<file path="src/rtl/vsk_pkg.sv">
package vsk_pkg;

  // Strobes from the control module to the count datapath
  typedef struct packed {
    logic stepUp;
    logic stepDown;
    logic forceOne;
  } skipCmd_t;

  // Feedback comparator bit positions (thermometer code)
  localparam int FB_BITS    = 4;
  localparam int HI_UP_BIT  = 0;  // 2.3 V
  localparam int LO_UP_BIT  = 1;  // 2.5 V
  localparam int HI_DN_BIT  = 2;  // 2.9 V
  localparam int LO_DN_BIT  = 3;  // 3.2 V

endpackage

</file>
<file path="src/rtl/vsk_sync.sv">
module vsk_sync #(
  parameter int WIDTH  = 1,
  parameter int STAGES = 2
) (
  input  logic             clk,
  input  logic             rstN,
  input  logic [WIDTH-1:0] asyncIn,
  output logic [WIDTH-1:0] syncOut
);

  logic [WIDTH-1:0] chain [STAGES];

  genvar s;
  generate
    for (s = 0; s < STAGES; s++) begin : g_stage
      if (s == 0) begin : g_first
        always_ff @(posedge clk or negedge rstN) begin
          if (!rstN) chain[s] <= '0;
          else       chain[s] <= asyncIn;
        end
      end else begin : g_next
        always_ff @(posedge clk or negedge rstN) begin
          if (!rstN) chain[s] <= '0;
          else       chain[s] <= chain[s-1];
        end
      end
    end
  endgenerate

  assign syncOut = chain[STAGES-1];

endmodule

</file>
<file path="src/rtl/vsk_ctrl.sv">
module vsk_ctrl
  import vsk_pkg::*;
#(
  parameter int PERIOD_CYCLES = 2400000
) (
  input  logic               clk,
  input  logic               rstN,
  input  logic               startup,
  input  logic               burstExit,
  input  logic [FB_BITS-1:0] fbSync,
  input  logic               rstLevelSync,
  input  logic               lineHiSync,
  input  logic               lineLoSync,
  output skipCmd_t           cmd
);

  localparam int TW = (PERIOD_CYCLES > 1) ? $clog2(PERIOD_CYCLES) : 1;
  localparam logic [TW-1:0] LAST = TW'(PERIOD_CYCLES - 1);

  logic [TW-1:0]      periodTmr;
  logic               periodTick;
  logic               highLine;
  logic [FB_BITS-1:0] seenAbove;
  logic [FB_BITS-1:0] periodAbove;
  logic               crossedUp;
  logic               crossedDown;

  // Evaluation period timer, restarted by start-up
  always_ff @(posedge clk or negedge rstN) begin
    if (!rstN)                  periodTmr <= '0;
    else if (startup)           periodTmr <= '0;
    else if (periodTmr == LAST) periodTmr <= '0;
    else                        periodTmr <= periodTmr + 1'b1;
  end

  assign periodTick = (periodTmr == LAST) && !startup;

  // Line threshold set selection with hysteresis
  always_ff @(posedge clk or negedge rstN) begin
    if (!rstN)           highLine <= 1'b0;
    else if (lineHiSync) highLine <= 1'b1;
    else if (lineLoSync) highLine <= 1'b0;
  end

  // Sticky crossing flags, cleared at every boundary
  always_ff @(posedge clk or negedge rstN) begin
    if (!rstN)                      seenAbove <= '0;
    else if (startup || periodTick) seenAbove <= '0;
    else                            seenAbove <= seenAbove | fbSync;
  end

  assign periodAbove = seenAbove | fbSync;

  always_comb begin
    if (highLine) begin
      crossedUp   = periodAbove[HI_UP_BIT];
      crossedDown = periodAbove[HI_DN_BIT];
    end else begin
      crossedUp   = periodAbove[LO_UP_BIT];
      crossedDown = periodAbove[LO_DN_BIT];
    end
  end

  always_comb begin
    cmd.forceOne = startup || burstExit || rstLevelSync;
    cmd.stepDown = periodTick && crossedDown;
    cmd.stepUp   = periodTick && !crossedUp;
  end

endmodule

</file>
<file path="src/rtl/vsk_datapath.sv">
module vsk_datapath
  import vsk_pkg::*;
#(
  parameter int MAX_SKIP = 7,
  parameter int CW       = $clog2(MAX_SKIP + 1)
) (
  input  logic          clk,
  input  logic          rstN,
  input  skipCmd_t      cmd,
  output logic [CW-1:0] skipCount
);

  localparam logic [CW-1:0] MIN_VAL = CW'(1);
  localparam logic [CW-1:0] MAX_VAL = CW'(MAX_SKIP);

  always_ff @(posedge clk or negedge rstN) begin
    if (!rstN)
      skipCount <= MIN_VAL;
    else if (cmd.forceOne)
      skipCount <= MIN_VAL;
    else if (cmd.stepDown) begin
      if (skipCount != MIN_VAL) skipCount <= skipCount - 1'b1;
    end else if (cmd.stepUp) begin
      if (skipCount != MAX_VAL) skipCount <= skipCount + 1'b1;
    end
  end

endmodule

</file>
<file path="src/rtl/valley_skip_counter.sv">
module valley_skip_counter
  import vsk_pkg::*;
#(
  parameter int PERIOD_CYCLES = 2400000,
  parameter int MAX_SKIP      = 7,
  parameter int SYNC_STAGES   = 2
) (
  input  logic                              clk,
  input  logic                              rstN,
  input  logic                              startup,
  input  logic                              burstExit,
  input  logic [3:0]                        fbAbove,
  input  logic                              fbAboveReset,
  input  logic                              lineAboveHi,
  input  logic                              lineBelowLo,
  output logic [$clog2(MAX_SKIP+1)-1:0]     skipCount
);

  localparam int CW = $clog2(MAX_SKIP + 1);
  localparam int SW = FB_BITS + 3;

  logic [SW-1:0]      rawBits;
  logic [SW-1:0]      syncBits;
  logic [FB_BITS-1:0] fbSync;
  logic               rstLevelSync;
  logic               lineHiSync;
  logic               lineLoSync;
  skipCmd_t           cmd;

  assign rawBits = {lineBelowLo, lineAboveHi, fbAboveReset, fbAbove};
  assign {lineLoSync, lineHiSync, rstLevelSync, fbSync} = syncBits;

  vsk_sync #(.WIDTH(SW), .STAGES(SYNC_STAGES)) u_sync (
    .clk     (clk),
    .rstN    (rstN),
    .asyncIn (rawBits),
    .syncOut (syncBits)
  );

  vsk_ctrl #(.PERIOD_CYCLES(PERIOD_CYCLES)) u_ctrl (
    .clk          (clk),
    .rstN         (rstN),
    .startup      (startup),
    .burstExit    (burstExit),
    .fbSync       (fbSync),
    .rstLevelSync (rstLevelSync),
    .lineHiSync   (lineHiSync),
    .lineLoSync   (lineLoSync),
    .cmd          (cmd)
  );

  vsk_datapath #(.MAX_SKIP(MAX_SKIP), .CW(CW)) u_dp (
    .clk       (clk),
    .rstN      (rstN),
    .cmd       (cmd),
    .skipCount (skipCount)
  );

endmodule

</file>
<file path="config.mk">
export PLATFORM = sky130hd
export DESIGN_NAME = valley_skip_counter
export DESIGN_NICKNAME = d
export VERILOG_FILES = /design/src/rtl/vsk_pkg.sv /design/src/rtl/vsk_sync.sv /design/src/rtl/vsk_ctrl.sv /design/src/rtl/vsk_datapath.sv /design/src/rtl/valley_skip_counter.sv
export SDC_FILE = /design/constraint.sdc
export NUM_CORES = 1
export LEC_CHECK = 0
export ABC_AREA = 1
export ABC_CLOCK_PERIOD_IN_PS = 2300
export BUFFER_PORTS_ARGS = -buffer_cell sky130_fd_sc_hd__buf_2
export CAP_MARGIN = 20
export CORE_AREA = 2 2 63 80
export DETAILED_ROUTE_END_ITERATION = 6
export DIE_AREA = 0 0 65 82
export PLACE_DENSITY = 0.75
export REMOVE_ABC_BUFFERS = 1
export SLEW_MARGIN = 5
export SYNTH_ARGS = -nofsm -noshare
export SYNTH_HDL_FRONTEND = slang
export SYNTH_HIERARCHICAL = 1
export SYNTH_SLANG_ARGS = --single-unit
</file>
<file path="constraint.sdc">
create_clock -name clk -period 2.3 [get_ports clk]
set_clock_uncertainty 0.15 [all_clocks]
set_input_delay 0.46 -clock clk [delete_from_list [all_inputs] [get_ports clk]]
set_output_delay 0.46 -clock clk [all_outputs]
set_load 0.1 [all_outputs]
</file>
* Word level (Yosys, flattened, before mapping)
Cells that the tools add are included.
** Storage, ports and cells
- ROM bits :: 0
- Latch bits :: 0
- Register bits :: 44
- Word-level logic and storage cells :: 38
- Memories kept :: 0
- Memory bits (writable) :: 0
** Operators by class
- Magnitude comparators :: 0
- Equality and inequality tests :: 4
- $add $sub $neg :: 3
- Multiplexer cells :: 12
- Divide/modulo/power cells :: 0
- Bitwise logic cells :: 1
- $mul :: 0
- Reductions and logical operators :: 12
- Shift-type cells :: 0
** Operators with widths (number)
- $mux 22 :: 2
- $add 22x1->22 const B :: 1
- $eq 22x22->1 const B :: 1
- $mux 3 :: 5
- $reduce_bool 3->1 :: 2
- $mux 1 :: 4
- $mux 4 :: 1
- $or 4x4->4 :: 1
- $add 3x1->3 const B :: 1
- $logic_and 1x1->1 :: 3
- $logic_or 1x1->1 :: 3
- $ne 3x1->1 const B :: 1
- $ne 3x2->1 const B :: 1
- $ne 3x3->1 const B :: 1
- $reduce_and 3->1 :: 1
- $sub 3x1->3 const B :: 1
- $logic_not 1->1 :: 2
- $reduce_bool 2->1 :: 1

* Depth between registers and ports, before layout
- Depth in word-level cells :: 7
- Mapped depth :: 13
- Depth with buffers taken out :: 13

* Hierarchy
Netlist, hierarchy kept.
** Modules (own cells, without submodules)
- vsk_ctrl :: seq. area each 675.6 µm², instances 1, area an instance 1517.7 µm², cells an instance 202
- vsk_sync :: seq. area each 350.3 µm², instances 1, area an instance 402.9 µm², cells an instance 21
- vsk_datapath :: seq. area each 76.3 µm², instances 1, area an instance 277.8 µm², cells an instance 45

* Least setup slack after synthesis
No wires, ideal clock.
- Path type :: register to register
- Start :: register u_ctrl.periodTmr[0]
- End :: register u_dp.skipCount[2]
- Arrival time :: 1.812 ns
- Setup slack :: 0.218 ns
- Library setup time :: 0.120 ns
- Path buffers :: 0
- Stages on the path, launching flop included :: 13
- Path through :: dfrtp_1 ha_1 nand2_2 nor2_4 nand2_4 inv_2 nand3_4 nor3_1 nor2_1 o21ai_1 nand2_2 nand2_1 nand2_1
** RTL lines
- start, declared :: RTL line vsk_ctrl.sv:20 : logic [TW-1:0] periodTmr;
- start signal, assigned :: RTL line vsk_ctrl.sv:33 : else periodTmr <= periodTmr + 1'b1;
- end signal, assigned :: RTL line vsk_datapath.sv:22 : if (skipCount != MIN_VAL) skipCount <= skipCount - 1'b1;
- end signal, assigned :: RTL line vsk_datapath.sv:24 : if (skipCount != MAX_VAL) skipCount <= skipCount + 1'b1;
- end, declared :: RTL line vsk_datapath.sv:10 : output logic [CW-1:0] skipCount

==> impl_metrics.csv <==
group,metric,value,unit
run_status,status,"complete, no violations",
drt,postRouteWirelength,4060,um
global_route,wire_length_of_the_first_global_routing_pass,6920,um
drt,detailedRoute.firstIterationViolations,92,
global_route,grt_start_max_net_pins,20,
worst_hold_path,timing.hold.worst.class,"primary input to flop",
drt,detail-route-antenna-nets,0,
yosys,synth_async_sr_flop_share,100,%
worst_setup_path,critical_path.cell_chain,"ha_1 -> nand2_2 -> nor2_4 -> nand2_4 -> inv_2 -> nand3_4 -> nor3_1 -> buf_4 -> inv_2 -> nor2_2 -> nand3_1 -> nand2_2 -> nand2_1 -> nand2_1",
worst_setup_path,path_buf_inv,3,
placement,dpl.hpwl,2930,um
worst_setup_path,critical_path.max_stage_delay,0.41,ns
power,intPower,1180,uW
placement,placedInstanceArea,2290,um^2
clock_network,clock_tree_sinks,44,
yosys,ys_ff_latch,44,
sta,period_minus_slack,2.08,ns
worst_setup_path,critPathCapture,"u_dp/skipCount[1]$_DFFE_PN0P_",
power,net-switching-power,344,uW
worst_setup_path,endpoint_kind,"flop",
clock_network,num_cts_buffers,5,
worst_setup_path,critical_path.reg2reg.startpoint,"u_ctrl/periodTmr[0]$_DFF_PN0_",
drt,route.detailed.drc,0,
drt,routed_wire_length_per_instance,11.7,um
sta,slew_viol_final,0,
die,die_area,5330,um^2
yosys,synth.cells.most_frequent,"sky130_fd_sc_hd__nor2_1, sky130_fd_sc_hd__nand2_1, sky130_fd_sc_hd__dfrtp_1",
yosys,synth_top_area_share,48.9,%
yosys,synthMostInstantiatedCell,"sky130_fd_sc_hd__nor2_1",
global_route,via_count_of_the_first_global_routing_pass,1569,
die,chipHeight,82,um
yosys,netlist.top_cell.by_area,"sky130_fd_sc_hd__dfrtp_1",
yosys,cell_types_with_the_largest_area_share_after_synthesis,"sky130_fd_sc_hd__dfrtp_1, sky130_fd_sc_hd__nor2_1, sky130_fd_sc_hd__nand2_1, sky130_fd_sc_hd__inv_1, sky130_fd_sc_hd__nand3_1",
yosys,synth.avg_cell_area,8.20,um^2
die,design.core.area,4590,um^2
placement,dp_cells,335,
sta,totalNegativeSetupSlack,0,ns
drt,routed-via-count,1687,
global_route,antenna_found_initial,0,
power,power.clock.fraction,40.4,%
drt,drt_first_pass_iters,4,
worst_setup_path,critPathLaunch,"u_ctrl/periodTmr[0]$_DFF_PN0_",
final_layout,antenna_cells,0,
sta,tightestPinTransition,0.485,ns
die,std_cell_rows,28,
global_route,global_route.overflow_total,0,
worst_setup_path,ff2ff_setup_slack,0.22,ns
power,power.share.switching,22.5,%
final_layout,num-nets-final,301,
worst_setup_path,timing_worst_setup_path_type,"flop to flop",
worst_setup_path,worstPathRequired,2.39,ns
yosys,synth.cell_area,2200,um^2
flow_run,timing.max_cap.violations,0,
yosys,synth_seq_area_share,50.1,%
sta,timing.slew.headroom,67.9,%
sta,setup_violations,0,
power,leakage,0.00112,uW
worst_setup_path,crit_family,"simple AND/OR/NAND/NOR gates",
worst_setup_path,critPathArrivalTime,2.18,ns
final_layout,fin_cells,346,
sta,fmax,0.480,GHz
clock_network,cts-htree-levels,2,
power,share_of_total_power_in_sequential_cells,53.3,%
final_layout,layout-drive-gt1-share,14.3,%
worst_setup_path,worst-path-max-fanout,6,
placement,numPortBuffers,13,
yosys,synth_cell_type_count,26,
power,vdd_ir_drop_max,0.339,mV
yosys,synthFlopType,"sky130_fd_sc_hd__dfrtp_1",
sta,setup_repair_after_global_routing_missed_its_margin,"false",
worst_setup_path,critical_path.reg2reg.endpoint,"u_dp/skipCount[1]$_DFFE_PN0P_",
drt,routed_via_density,4.88,
clock_network,insertion_delay,0.30,ns
power,combPwrFrac,6.3,%
sta,hold_violations,0,
clock_network,cts-root-to-sink-buffers,2,
worst_setup_path,crit_slowest_cell,"sky130_fd_sc_hd__dfrtp_1",
sta,final_period_utilization,90.6,%
final_layout,synthToLayoutAreaGrowth,11.1,%
yosys,synth_enable_flop_cells,0,
die,initial_standard_cell_utilization_of_the_core,47.9,%
clock_network,clockRootBuffer,"sky130_fd_sc_hd__clkbuf_8",
power,power,1530,uW
die,chipWidth,65,um
final_layout,fillerInstances,429,
placement,place_congestion,0.916,
clock_network,clk_transition_reported_paths,0.08,ns
worst_setup_path,worst_setup_path_start_kind,"flop",
worst_setup_path,worstRegToRegCells,14,
yosys,ys_warn_count,6,
yosys,synthCells,268,
final_layout,stdcell_area,2440,um^2
power,p_per_area,625,nW/um^2
die,boundaryPins,14,
worst_setup_path,path_depth,14,
clock_network,cts_tree,"done",
final_layout,layout.core_utilization,53.2,%
global_route,track_usage,17.1,%
how the worst min path moves through the flow:
stage | startpoint | to | slack, ns | cells past startpoint
after floorplan | rstN | u_ctrl/highLine$_DFFE_PN0P_ | 0.01 | 0
after global placement | u_sync/chain[11]$_DFF_PN0_ | u_sync/syncOut[4]$_DFF_PN0_ | 0.18 | 0
after detailed placement | u_sync/chain[13]$_DFF_PN0_ | u_sync/syncOut[6]$_DFF_PN0_ | 0.19 | 0
after CTS | lineBelowLo | u_sync/chain[13]$_DFF_PN0_ | 0.10 | 1
after global routing | fbAbove[2] | u_sync/chain[9]$_DFF_PN0_ | 0.10 | 1
final | fbAboveReset | u_sync/chain[11]$_DFF_PN0_ | 0.11 | 1
power groups by stage:
stage               clock, uW  combinational, uW  sequential [uW]
finish                    616               96.6              813
global route              666                111              817
CTS                       634               98.5              813
detailed placement          0               96.3              829
global placement            0               94.3              827
floorplan                   0               37.8              843
worst register-to-register path: cells and delay by family, from the launching register on:
kind                     cells  cell delay, ns
buffers and inverters        3            0.28
AND/OR/NAND/NOR             10            0.99
adder cells (fa/ha/maj)      1            0.20
flip-flops                   1            0.41
logic make-up (layout without fill, tap and decap cells):
kind of cell | after synthesis | count (layout) | share of synthesized area (%)
flip-flops | 44 | 44 | 50.1
AND/OR/NAND/NOR | 160 | 160 | 31.5
AO/OA/AOI/OAI | 10 | 10 | 2.84
buffers and inverters | 37 | 55 | 7.85
adder cells (fa/ha/maj) | 5 | 5 | 2.85
XOR/XNOR | 12 | 12 | 4.78
state kept, by name, indices dropped and copies added, names as in the netlist:
register          count
u_ctrl/seenAbove      4
u_sync/chain          7
u_ctrl/periodTmr     22
u_sync/syncOut        7
u_dp/skipCount        3
u_ctrl/highLine       1
cell type report:
class	count	area (um^2)	share of cell area (%)
sequential	44	1100	45.1
clock inverter	2	38.8	1.59
tap	60	75.1	3.07
clock buffer	6	82.6	3.38
timing repair buffer	19	113	4.61
multi-input combinational	187	926	37.9
inverter	28	105	4.30
per-stage QoR:
| stage | hold WS (ns) | setup WS, ns |
|---|---|---|
| CTS | 0.105 | 0.190 |
| floorplan | 0.0144 | 0.218 |
| detailed placement | 0.188 | 0.223 |
| global placement | 0.182 | 0.281 |
| finish | 0.114 | 0.216 |
| global route | 0.103 | 0.00230 |
repair_timing:
item / CTS / global route
hold buffers: 1 / 0
resized for setup: 0 / 1
endpoints found under the hold margin: 17 / 0
buffers inserted: 0 / 2
setup endpoints to repair: 0 / 3
layer usage:
metal	global-route usage (%)	share of wire, %	up-vias
li1	-	-	849
met1	20.4	44	788
met2	29.9	51	37
met3	2.88	2.9	13
met4	8.30	2.2	0
met5	0	0	-
layout by cell type (no fill, tap or decap):
cell | synthesis | final
sky130_fd_sc_hd__nand3_4 | 1 | 1
sky130_fd_sc_hd__clkinv_4 | 0 | 1
sky130_fd_sc_hd__ha_1 | 5 | 5
sky130_fd_sc_hd__bufinv_16 | 0 | 1
sky130_fd_sc_hd__nor3_1 | 2 | 2
sky130_fd_sc_hd__o21bai_1 | 3 | 3
sky130_fd_sc_hd__dfrtp_1 | 43 | 43
sky130_fd_sc_hd__a21oi_1 | 3 | 3
sky130_fd_sc_hd__clkbuf_8 | 0 | 6
sky130_fd_sc_hd__xnor2_1 | 5 | 5
sky130_fd_sc_hd__inv_1 | 25 | 25
sky130_fd_sc_hd__o31ai_1 | 2 | 2
sky130_fd_sc_hd__dlygate4sd3_1 | 0 | 1
sky130_fd_sc_hd__nor2_1 | 65 | 64
sky130_fd_sc_hd__o21ai_0 | 1 | 1
sky130_fd_sc_hd__nand2_2 | 3 | 3
sky130_fd_sc_hd__xor2_1 | 7 | 7
sky130_fd_sc_hd__nor2_2 | 2 | 3
sky130_fd_sc_hd__dfstp_2 | 1 | 1
sky130_fd_sc_hd__nand2_4 | 2 | 2
sky130_fd_sc_hd__nand4_1 | 2 | 2
sky130_fd_sc_hd__nand2_1 | 64 | 64
sky130_fd_sc_hd__buf_2 | 0 | 13
sky130_fd_sc_hd__nor3b_1 | 3 | 3
sky130_fd_sc_hd__o21ai_1 | 1 | 1
sky130_fd_sc_hd__nand3_1 | 14 | 14
sky130_fd_sc_hd__nor2_4 | 2 | 2
sky130_fd_sc_hd__inv_2 | 3 | 3
sky130_fd_sc_hd__buf_4 | 7 | 5
(Power assumes the default switching activity.)
